`src/rtl/hostbus_arbiter.sv`:
```
`timescale 1ns/1ps
module hostbus_arbiter #(
  parameter int DW = 16,
  parameter int AW = 2
) (
  input  logic          clk,
  input  logic          rst_n,
  input  logic [3:0]    host_cs_n,
  input  logic          bus_wr_n,
  input  logic [AW-1:0] bus_addr,
  input  logic [DW-1:0] bus_wdata,
  output logic [DW-1:0] bus_rdata,
  input  logic          coll_clr,
  output logic [3:0]    busy_line,
  output logic [1:0]    owner,
  output logic          bus_busy,
  output logic          coll_flag,
  output logic [1:0]    coll_host
);
  localparam int DEPTH = 1 << AW;

  logic [3:0]    cs_s1, cs_s2, act, act_q, rise, intruders;
  logic [1:0]    wr_s;
  logic          wr_q, rel_cnt;
  logic [1:0]    win;
  logic [DW-1:0] regs [DEPTH];

  function automatic logic [1:0] lowest(input logic [3:0] v);
    return v[0] ? 2'd0 : v[1] ? 2'd1 : v[2] ? 2'd2 : 2'd3;
  endfunction

  assign act       = ~cs_s2;
  assign rise      = act & ~act_q;
  assign win       = lowest(act);
  assign busy_line = bus_busy ? ~(4'b0001 << owner)
                   : (|act) ? ~(4'b0001 << win) : 4'b0000;
  assign intruders = bus_busy ? (rise & ~(4'b0001 << owner)) : 4'b0000;
  assign bus_rdata = regs[bus_addr];

  always_ff @(posedge clk or negedge rst_n) begin
    if (!rst_n) begin
      cs_s1 <= 4'hF;
      cs_s2 <= 4'hF;
      act_q <= 4'h0;
      wr_s  <= 2'b11;
      wr_q  <= 1'b1;
    end else begin
      cs_s1 <= host_cs_n;
      cs_s2 <= cs_s1;
      act_q <= act;
      wr_s  <= {wr_s[0], bus_wr_n};
      wr_q  <= wr_s[1];
    end
  end

  always_ff @(posedge clk or negedge rst_n) begin
    if (!rst_n) begin
      bus_busy <= 1'b0;
      owner    <= 2'd0;
      rel_cnt  <= 1'b0;
    end else if (!bus_busy) begin
      rel_cnt <= 1'b0;
      if (|act) begin
        bus_busy <= 1'b1;
        owner    <= win;
      end
    end else if (!act[owner]) begin
      if (rel_cnt) begin
        bus_busy <= 1'b0;
        owner    <= 2'd0;
        rel_cnt  <= 1'b0;
      end else begin
        rel_cnt <= 1'b1;
      end
    end else begin
      rel_cnt <= 1'b0;
    end
  end

  always_ff @(posedge clk or negedge rst_n) begin
    if (!rst_n) begin
      coll_flag <= 1'b0;
      coll_host <= 2'd0;
    end else if ((|intruders) && (!coll_flag || coll_clr)) begin
      coll_flag <= 1'b1;
      coll_host <= lowest(intruders);
    end else if (coll_clr) begin
      coll_flag <= 1'b0;
      coll_host <= 2'd0;
    end
  end

  always_ff @(posedge clk or negedge rst_n) begin
    if (!rst_n) begin
      for (int i = 0; i < DEPTH; i++) regs[i] <= '0;
    end else if (wr_s[1] && !wr_q && bus_busy) begin
      regs[bus_addr] <= bus_wdata;
    end
  end
endmodule


```
`config.mk`:
```
export PLATFORM = sky130hd
export DESIGN_NAME = hostbus_arbiter
export DESIGN_NICKNAME = d
export VERILOG_FILES = /design/src/rtl/hostbus_arbiter.sv
export SDC_FILE = /design/constraint.sdc
export NUM_CORES = 1
export LEC_CHECK = 0
export CAP_MARGIN = 0
export CORE_MARGIN = 5
export CORE_UTILIZATION = 50
export CTS_CLUSTER_SIZE = 24
export DETAILED_ROUTE_END_ITERATION = 7
export HOLD_SLACK_MARGIN = 0.12
export PLACE_DENSITY = 0.7
export SKIP_CTS_REPAIR_TIMING = 1
export SLEW_MARGIN = 20
export SYNTH_ARGS = -nofsm -noshare
export SYNTH_HDL_FRONTEND = slang
export SYNTH_SLANG_ARGS = --single-unit
```
`constraint.sdc`:
```
create_clock -name clk -period 3.6 [get_ports clk]
set_clock_uncertainty 0.05 [all_clocks]
set_input_delay 0.72 -clock clk [delete_from_list [all_inputs] [get_ports clk]]
set_output_delay 0.72 -clock clk [all_outputs]
set_load 0.05 [all_outputs]
```
# ---- Word-level counts from Yosys, hierarchy flattened
# Index checks and enable logic that the tools add are counted.
dict set report word_totals {
  input_bits 26
  wordCells 71
  out_inout_bits 26
  reg_bits 86
}
dict set report op_classes {
  n_eq_ne 2
  muxes 31
  shifts 2
  n_lt_le_gt_ge 3
  reduce_logical 12
  n_bitwise 7
}
# cell count
set op_table {}
lappend op_table {{64-bit bitwise mux} 1}
lappend op_table {{16-bit two-way mux} 3}
lappend op_table {{16-bit binary-select mux with 2-bit select} 1}
lappend op_table {{16-bit demux with 2-bit select} 1}
lappend op_table {{2-bit two-way mux} 10}
lappend op_table {{4-bit NOT} 4}
lappend op_table {{4-bit two-way mux} 3}
lappend op_table {{1-bit two-way mux} 11}
lappend op_table {{4-bit bitwise AND} 2}
lappend op_table {{4-bit OR reduction} 2}
lappend op_table {{1-bit by 2-bit left shift with 4-bit output, first input constant} 2}
lappend op_table {{1-bit logical AND} 4}
lappend op_table {{2-bit nonzero test} 2}
lappend op_table {{3-bit greater-or-equal comparator, second input constant} 1}
lappend op_table {{2-bit by 3-bit < comparator with 1-bit output, second input constant} 1}
lappend op_table {{3-bit by 1-bit < comparator with 1-bit output, second input constant} 1}
lappend op_table {{2-bit NOT with 3-bit output} 1}
lappend op_table {{3-bit AND reduction} 1}
lappend op_table {{1-bit binary-select mux with 2-bit select} 1}
lappend op_table {{1-bit logical NOT} 2}
lappend op_table {{2-bit by 1-bit != test with 1-bit output, second input constant} 1}
lappend op_table {{2-bit != test, second input constant} 1}
lappend op_table {{1-bit logical OR} 1}

# ---- Depth between registers and ports, before layout
# Gate-level depths: netlist (run 1).
dict set report logic_depth {
  depth_word 8
  ltp_mapped 5
  mapped_depth_nobuf 4
}

# ---- Least setup slack after synthesis (run 1)
# No wires, ideal clock.
dict set report synth_timing {
  path_type {flip-flop to output port}
  startpoint {register owner[0]}
  endpoint {output busy_line[0]}
  path_slack_ps 797
  required_ps 2830
  t_arrival_ps 2033
  path_stages_with_launch 4
  cell_sequence {dfrtp_1 > buf_2 > nor2_1 > o21ai_0}
}
dict set report synth_via {
  elab_chain_cells 3
}
# item line_no
set synth_rtl {}
lappend synth_rtl {{from (decl)} 15} ;# output logic [1:0] owner,
lappend synth_rtl {{from (signal assigned)} 65} ;# owner <= win;
lappend synth_rtl {{1-bit by 2-bit left shift with 4-bit output} 35} ;# assign busy_line = bus_busy ? ~(4'b0001 << owner)
lappend synth_rtl {{4-bit NOT} 35}
lappend synth_rtl {{4-bit two-way mux} 35}
lappend synth_rtl {{to (decl)} 14} ;# output logic [3:0] busy_line,
# No other way between the ends.

# ---- Final worst setup path (run 1)
dict set report layout_timing {
  startpoint {input bus_addr[1]}
  endpoint {output bus_rdata[4]}
}
dict set report layout_via {
  elab_chain_cells 4
}
# item line_no
set layout_rtl {}
lappend layout_rtl {{from (decl)} 10} ;# input logic [AW-1:0] bus_addr,
lappend layout_rtl {{2-bit NOT with 3-bit output (implied by the code)} 38} ;# assign bus_rdata = regs[bus_addr];
lappend layout_rtl {{16-bit binary-select mux with 2-bit select} 38}
lappend layout_rtl {{16-bit two-way mux (implied by the code) (2 in a row)} 38}
lappend layout_rtl {{to (decl)} 12} ;# output logic [DW-1:0] bus_rdata,
# No other way between the ends. The select of a mux whose other input is x is not followed.

==> out/summary.txt, run 1 <==
post-synthesis instance total: 236
DR pass1 iterations: 4
Setup-failing EPs final: 0
setup TNS: 0 ns
unrepaired setup endpoints after global routing: false
required time of the critical path: 2.83 ns
WS Path Type: input pin to output pin
Antenna Nets Post-Route: 0
Fmax: 0.323 GHz
vias per std cell: 5.45
Clock Latency Late Sink: 0.35 ns
first-pass GRT wire length: 11.8 mm
Synth Cell Area: 3700 sq um
Yosys cell types: 34
Syn-to-layout area delta: 21.7%
TritonCTS clock tree: done
Worst path most repeated cell: buf_4
worst path cell trace: clkdlybuf4s50_1 > buf_4 > mux4_2 > buf_4
Seq cells post-synth: 86
Synth area leader: dfrtp_1
period utilisation layout: 86.1%
Rel. slew slack: 48.9%
Port Buffers: 51
critical path data arrival time: 2.33 ns
status: finished, final reports clean
total track usage: 17.2%
vias in the first global route: 2,325
Max Root-Sink Buffers: 2
clock sink count: 86
share of layout cells above drive strength 1: 45.8%
R2R cell count: 4
Inst Count DP: 382
CTS Buf Count: 9
Nets: 320
Synth async-reset ratio: 100%
Slew Limit Fails: 0
Critical-path top delay cell: clkdlybuf4s50_1
Final Non-Filler Cells: 398
htree depth: 3
ys flop type: dfrtp_1
initial antenna violation count: 0
Tmin final: 3.10 ns
Initial Util: 51.3%
die area: 9220 sq um
grt total ovfl: 0
routability cong.: 0.743
die height: 96.0 microns
synth warn: 0
top cell type's share of synthesized area: 50.7%
Leak Pwr: 1.90 nW
CTS root buffer: clkbuf_8
I/O pin count: 52
largest net degree at the start of global routing: 87
average cell area after synthesis: 15.7 sq um
placed wire-length estimate: 4.73 mm
Worst Hold Depth: 0
DRC: 0
worst-case vdd ir drop: 449 uV
crit path max fanout: 11
crit end category: output pin
wire length per cell: 17.5 microns
diode count: 0
power per standard cell area: 830 nW/um^2
Worst-path clk slew: 0.08 ns
Critical Path Max Stage Delay: 0.75 ns
drt initial violations: 57
Post-synth EDFFs: 0
critical path startpoint category: input pin
core box area: 7210 sq um
Filler cells: 588
Post-Syn Nets: 262
die span in x: 96.0 microns
final hold vios: 0
vias: 2,170
DRT Wirelength: 6.96 mm
Worst-Margin Slew: 0.767 ns
top cells by area, synth: dfrtp_1, mux2_2, mux4_2
maxcap violations: 0
# rows: 31
sequential fraction of the synthesis area: 58.5%
Min-Delay Path Class: flop to flop
[final cells by class]
type                       instances  area [sq um]  area share [%]
clock buffer                      13           159            3.53
clock inverter                     3          42.5           0.944
inverter                           6          22.5           0.500
multi-input combinational        132          1450            32.1
sequential                        86          2170            48.1
tap                               99           124            2.75
timing repair buffer              59           544            12.1
[registers in the layout (all words and copies together) (netlist names)]
name,flops
regs,64
act_q,4
cs_s1,4
cs_s2,4
coll_host,2
owner,2
wr_s,2
bus_busy,1
coll_flag,1
rel_cnt,1
wr_q,1
[layer usage]
layer / track usage, % / up-vias / wire, microns
li1: - / 986 / -
met1: 22.8 / 1128 / 3070
met2: 27.1 / 47 / 3460
met3: 4.61 / 9 / 324
met4: 6.87 / 0 / 107
met5: 0 / - / 0
[cell usage after synthesis, types with 3 or more instances]
library cell,n
mux2_2,55
inv_1,5
a21oi_1,3
dfrtp_1,75
buf_2,6
clkbuf_1,3
mux4_2,16
dfstp_2,11
nand2_1,6
nor2_1,5
mux2_4,10
nand2b_1,5
o21ai_0,8
[path summary, 6_finish.rpt]
kind | startpoint | endpoint | slack (ns)
min reg2reg | cs_s1[1] | cs_s2[1] | 0.31
min in group asynchronous | rst_n | regs[18] | 0.34
max in group asynchronous | rst_n | regs[19] | 2.61
min | cs_s1[1] | cs_s2[1] | 0.31
max | bus_addr[1] | bus_rdata[4] | 0.50
max reg2reg | bus_busy | regs[60] | 1.18
[power by group]
part | internal [mW] | leakage, nW | switching, mW | total, mW
registers | 1.33 | 1.01 | 0.230 | 1.56
logic | 0.684 | 0.792 | 0.809 | 1.49
clock network | 0.358 | 0.0996 | 0.325 | 0.683
total | 2.37 | 1.90 | 1.36 | 3.74
[worst max-delay path, delay by kind of cell]
family,cells,cell delay [ns]
muxes,1,0.34
buffers and inverters,3,1.27
[cells in the final DEF, fill, tap and decap left out, drive strengths merged]
cell / netlist / final
a22oi: 2 / 2
a21oi: 3 / 3
mux2: 65 / 65
nand3: 1 / 1
or4b: 1 / 1
dfrtp: 75 / 75
o21ai: 8 / 8
buf: 9 / 25
a2111oi: 2 / 2
clkdlybuf4s50: 0 / 34
nand2b: 5 / 5
nor2b: 2 / 2
a211oi: 2 / 2
inv: 6 / 6
or3b: 1 / 1
dfstp: 11 / 11
nor2: 5 / 5
or4: 2 / 2
nor4: 1 / 1
o31a: 1 / 1
o211ai: 1 / 1
nand3b: 1 / 1
clkinvlp: 0 / 1
clkbuf: 3 / 13
o31ai: 1 / 1
mux2i: 1 / 1
a211o: 1 / 1
nor3: 3 / 3
o22ai: 1 / 1
clkinv: 0 / 1
bufinv: 0 / 1
mux4: 16 / 16
nand2: 6 / 6
[logic make-up after synthesis]
| logic type | synth area share (%) |
|---|---|
| flip-flops | 58.5 |
| AND/OR/NAND/NOR | 4.40 |
| buffers and inverters | 2.43 |
| multiplexers | 30.8 |
| AO/OA/AOI/OAI | 3.82 |
[through the flow]
step	total power, mW	util, %	setup slack [ns]	hold slack [ns]	instance area, sq um
after global placement	3.05	59.6	0.525	0.296	4300
after global routing	3.94	62.4	0.437	0.311	4500
after floorplan	2.64	-	0.797	0.295	3700
final	3.74	62.4	0.500	0.308	4500
after CTS	3.78	62.4	0.512	0.309	4500
after detailed placement	3.09	59.6	0.515	0.297	4300
No activity file was read; power rests on OpenSTA's default activity.
==> run 2, diff against run 1 <==
Settings changed: CAP_MARGIN 0 to 30, CORE_MARGIN 5 to 2.
==> run 2 against run 1 <==
  * Maximum frequency grew 5.0%
  * First-iteration DRC count up 70%
  * Die area down 12%
  * Largest power group unchanged
  * Register-to-register slack worse by 0.05 ns
  * Combinational power barely moved
  * Cell area up 0.97%
  * Via count shrank 1.4%
  * Global-route usage up 0.87 points
  * Clock-buffer cell count decreased by 2
==> out/summary.txt, run 2 (same netlist as run 1, synthesis figures left out) <==
Nets: 318 (-0.63%)
share of layout cells above drive strength 1: 45.6% (-0.21 points)
Most Crowded Layer GR: met2
die height: 90.0 microns (-6.2%)
CTS root buffer: clkbuf_8
period utilisation layout: 82.0% (-4.1 points)
maxcap violations: 0 (unchanged)
status: finished, final reports clean
routability cong.: 0.776 (+4.5%)
Switching Fraction: 35.6% (-0.91 points)
placed wire-length estimate: 4.45 mm (-5.9%)
Clk pwr share: 19.5% (+1.2 points)
Fmax: 0.339 GHz (+5.0%)
Min-Delay Path Class: input pin to asynchronous set/reset pin
vias in the first global route: 2,279 (-2.0%)
grt total ovfl: 0 (unchanged)
Rel. slew slack: 34.6% (-14 points)
Clock Latency Late Sink: 0.34 ns (about the same)
grt met1 use: 26.2% (+3.5 points)
Inst Count DP: 380 (-0.52%)
power per standard cell area: 833 nW/um^2 (+0.43%)
Setup-failing EPs final: 0 (unchanged)
die area: 8100 sq um (-12%)
htree depth: 3 (unchanged)
vias per std cell: 5.42 (-0.68%)
crit path max fanout: 19 (+8)
combinational group share of total power: 39.5% (-0.4 points)
met2 GRT Util: 27.2% (+0.11 points)
total track usage: 18.1% (+0.87 points)
initial antenna violation count: 0 (unchanged)
Final Non-Filler Cells: 395 (-0.75%)
I/O pin count: 52 (unchanged)
Port Buffers: 51 (unchanged)
Syn-to-layout area delta: 22.9%
# rows: 31 (unchanged)
Leak Pwr: 1.92 nW (+0.94%)
Filler cells: 551 (-6.3%)
Initial Util: 51.3% (unchanged)
R2R Setup Slk: 1.13 ns (-0.05 ns)
worst-case vdd ir drop: 526 uV (+17%)
DRC: 0 (unchanged)
Tot Pwr: 3.79 mW (+1.4%)
Tmin final: 2.95 ns (-0.148 ns)
commonest non-fill, non-tap cells in the layout: dfrtp_1, mux2_2, clkdlybuf4s50_1
wire length per cell: 17.0 microns (-2.6%)
max FFs per register: 64 (unchanged)
DR pass1 iterations: 4 (unchanged)
Worst-path clk slew: 0.08 ns (about the same)
grt met3 use: 3.69% (-0.92 points)
required time of the critical path: 2.83 ns (about the same)
Antenna Nets Post-Route: 0 (unchanged)
largest net degree at the start of global routing: 53 (-39%)
clock sink count: 86 (unchanged)
P_int: 2.44 mW (+2.9%)
Worst-Margin Slew: 0.982 ns (+0.214 ns)
crit end category: output pin
first-pass GRT wire length: 11.4 mm (-2.6%)
reg-to-reg startpoint: bus_busy
final worst setup slack: 0.648 ns (+0.148 ns)
core box area: 7210 sq um (unchanged)
Reg2Reg Capture Point: regs[57]
unrepaired setup endpoints after global routing: false
DRT Wirelength: 6.73 mm (-3.3%)
die span in x: 90.0 microns (-6.2%)
Max Root-Sink Buffers: 2 (unchanged)
CTS Buf Count: 9 (unchanged)
critical path data arrival time: 2.18 ns (-0.15 ns)
Largest Register: regs
Slew Limit Fails: 0 (unchanged)
commonest non-fill, non-tap cell in the layout: dfrtp_1
net switching power figure: 1.35 mW (-1.1%)
drt initial violations: 97 (+70%)
final hold vios: 0 (unchanged)
worst slack at placement: 0.617 ns (+0.102 ns)
setup TNS: 0 ns (unchanged)
Seq pwr share: 41.0% (-0.8 points)
vias: 2,139 (-1.4%)
R2R cell count: 3 (-1)
critical path startpoint category: input pin
end-of-flow core utilization: 63.0% (+0.61 points)
WS Path Type: input pin to output pin
diode count: 0 (unchanged)
TritonCTS clock tree: done
## run 2: through the flow
step / area (sq um) / hold slack (ns)
floorplan: 3700 / 0.295
global placement: 4300 / 0.296
detailed placement: 4330 / 0.299
CTS: 4550 / 0.282
global route: 4550 / 0.299
finish: 4550 / 0.280
## run 2: worst max-delay path, stage by stage
cell and delay [ns]:
clkdlybuf4s50_1 0.51, buf_12 0.20, mux4_2 0.54, buf_4 0.21
## run 2: final cells by class
| class | count | area [sq um] | share of cell area (%) |
|---|---|---|---|
| tap | 99 | 124 | 2.72 |
| clock buffer | 11 | 151 | 3.33 |
| timing repair buffer | 57 | 571 | 12.5 |
| inverter | 6 | 22.5 | 0.495 |
| sequential | 86 | 2170 | 47.6 |
| multi-input combinational | 132 | 1440 | 31.7 |
| clock inverter | 4 | 70.1 | 1.54 |
## run 2: power by group through the flow
stage / registers [mW] / clock network (mW) / logic (mW)
after floorplan: 1.58 / 0 / 1.06
after global placement: 1.56 / 0 / 1.48
after detailed placement: 1.57 / 0 / 1.51
after CTS: 1.56 / 0.758 / 1.51
after global routing: 1.61 / 0.803 / 1.59
final: 1.55 / 0.739 / 1.50
## run 2: worst max path at each step
stage | startpoint | endpoint | slack [ns] | depth (start not counted)
2_1_floorplan | owner[0] | busy_line[0] | 0.80 | 3
3_3_place_gp | bus_addr[0] | bus_rdata[15] | 0.63 | 4
3_5_place_dp | bus_addr[0] | regs[57] | 0.62 | 4
4_1_cts | bus_addr[0] | bus_rdata[14] | 0.63 | 4
5_1_grt | bus_busy | busy_line[0] | 0.47 | 3
6_report | bus_addr[0] | bus_rdata[14] | 0.65 | 4
## run 2: routing by layer
metal	routed length, microns	share of wire (%)
met5	0	0
met4	109	1.6
met3	240	3.6
met2	3200	48
met1	3180	47
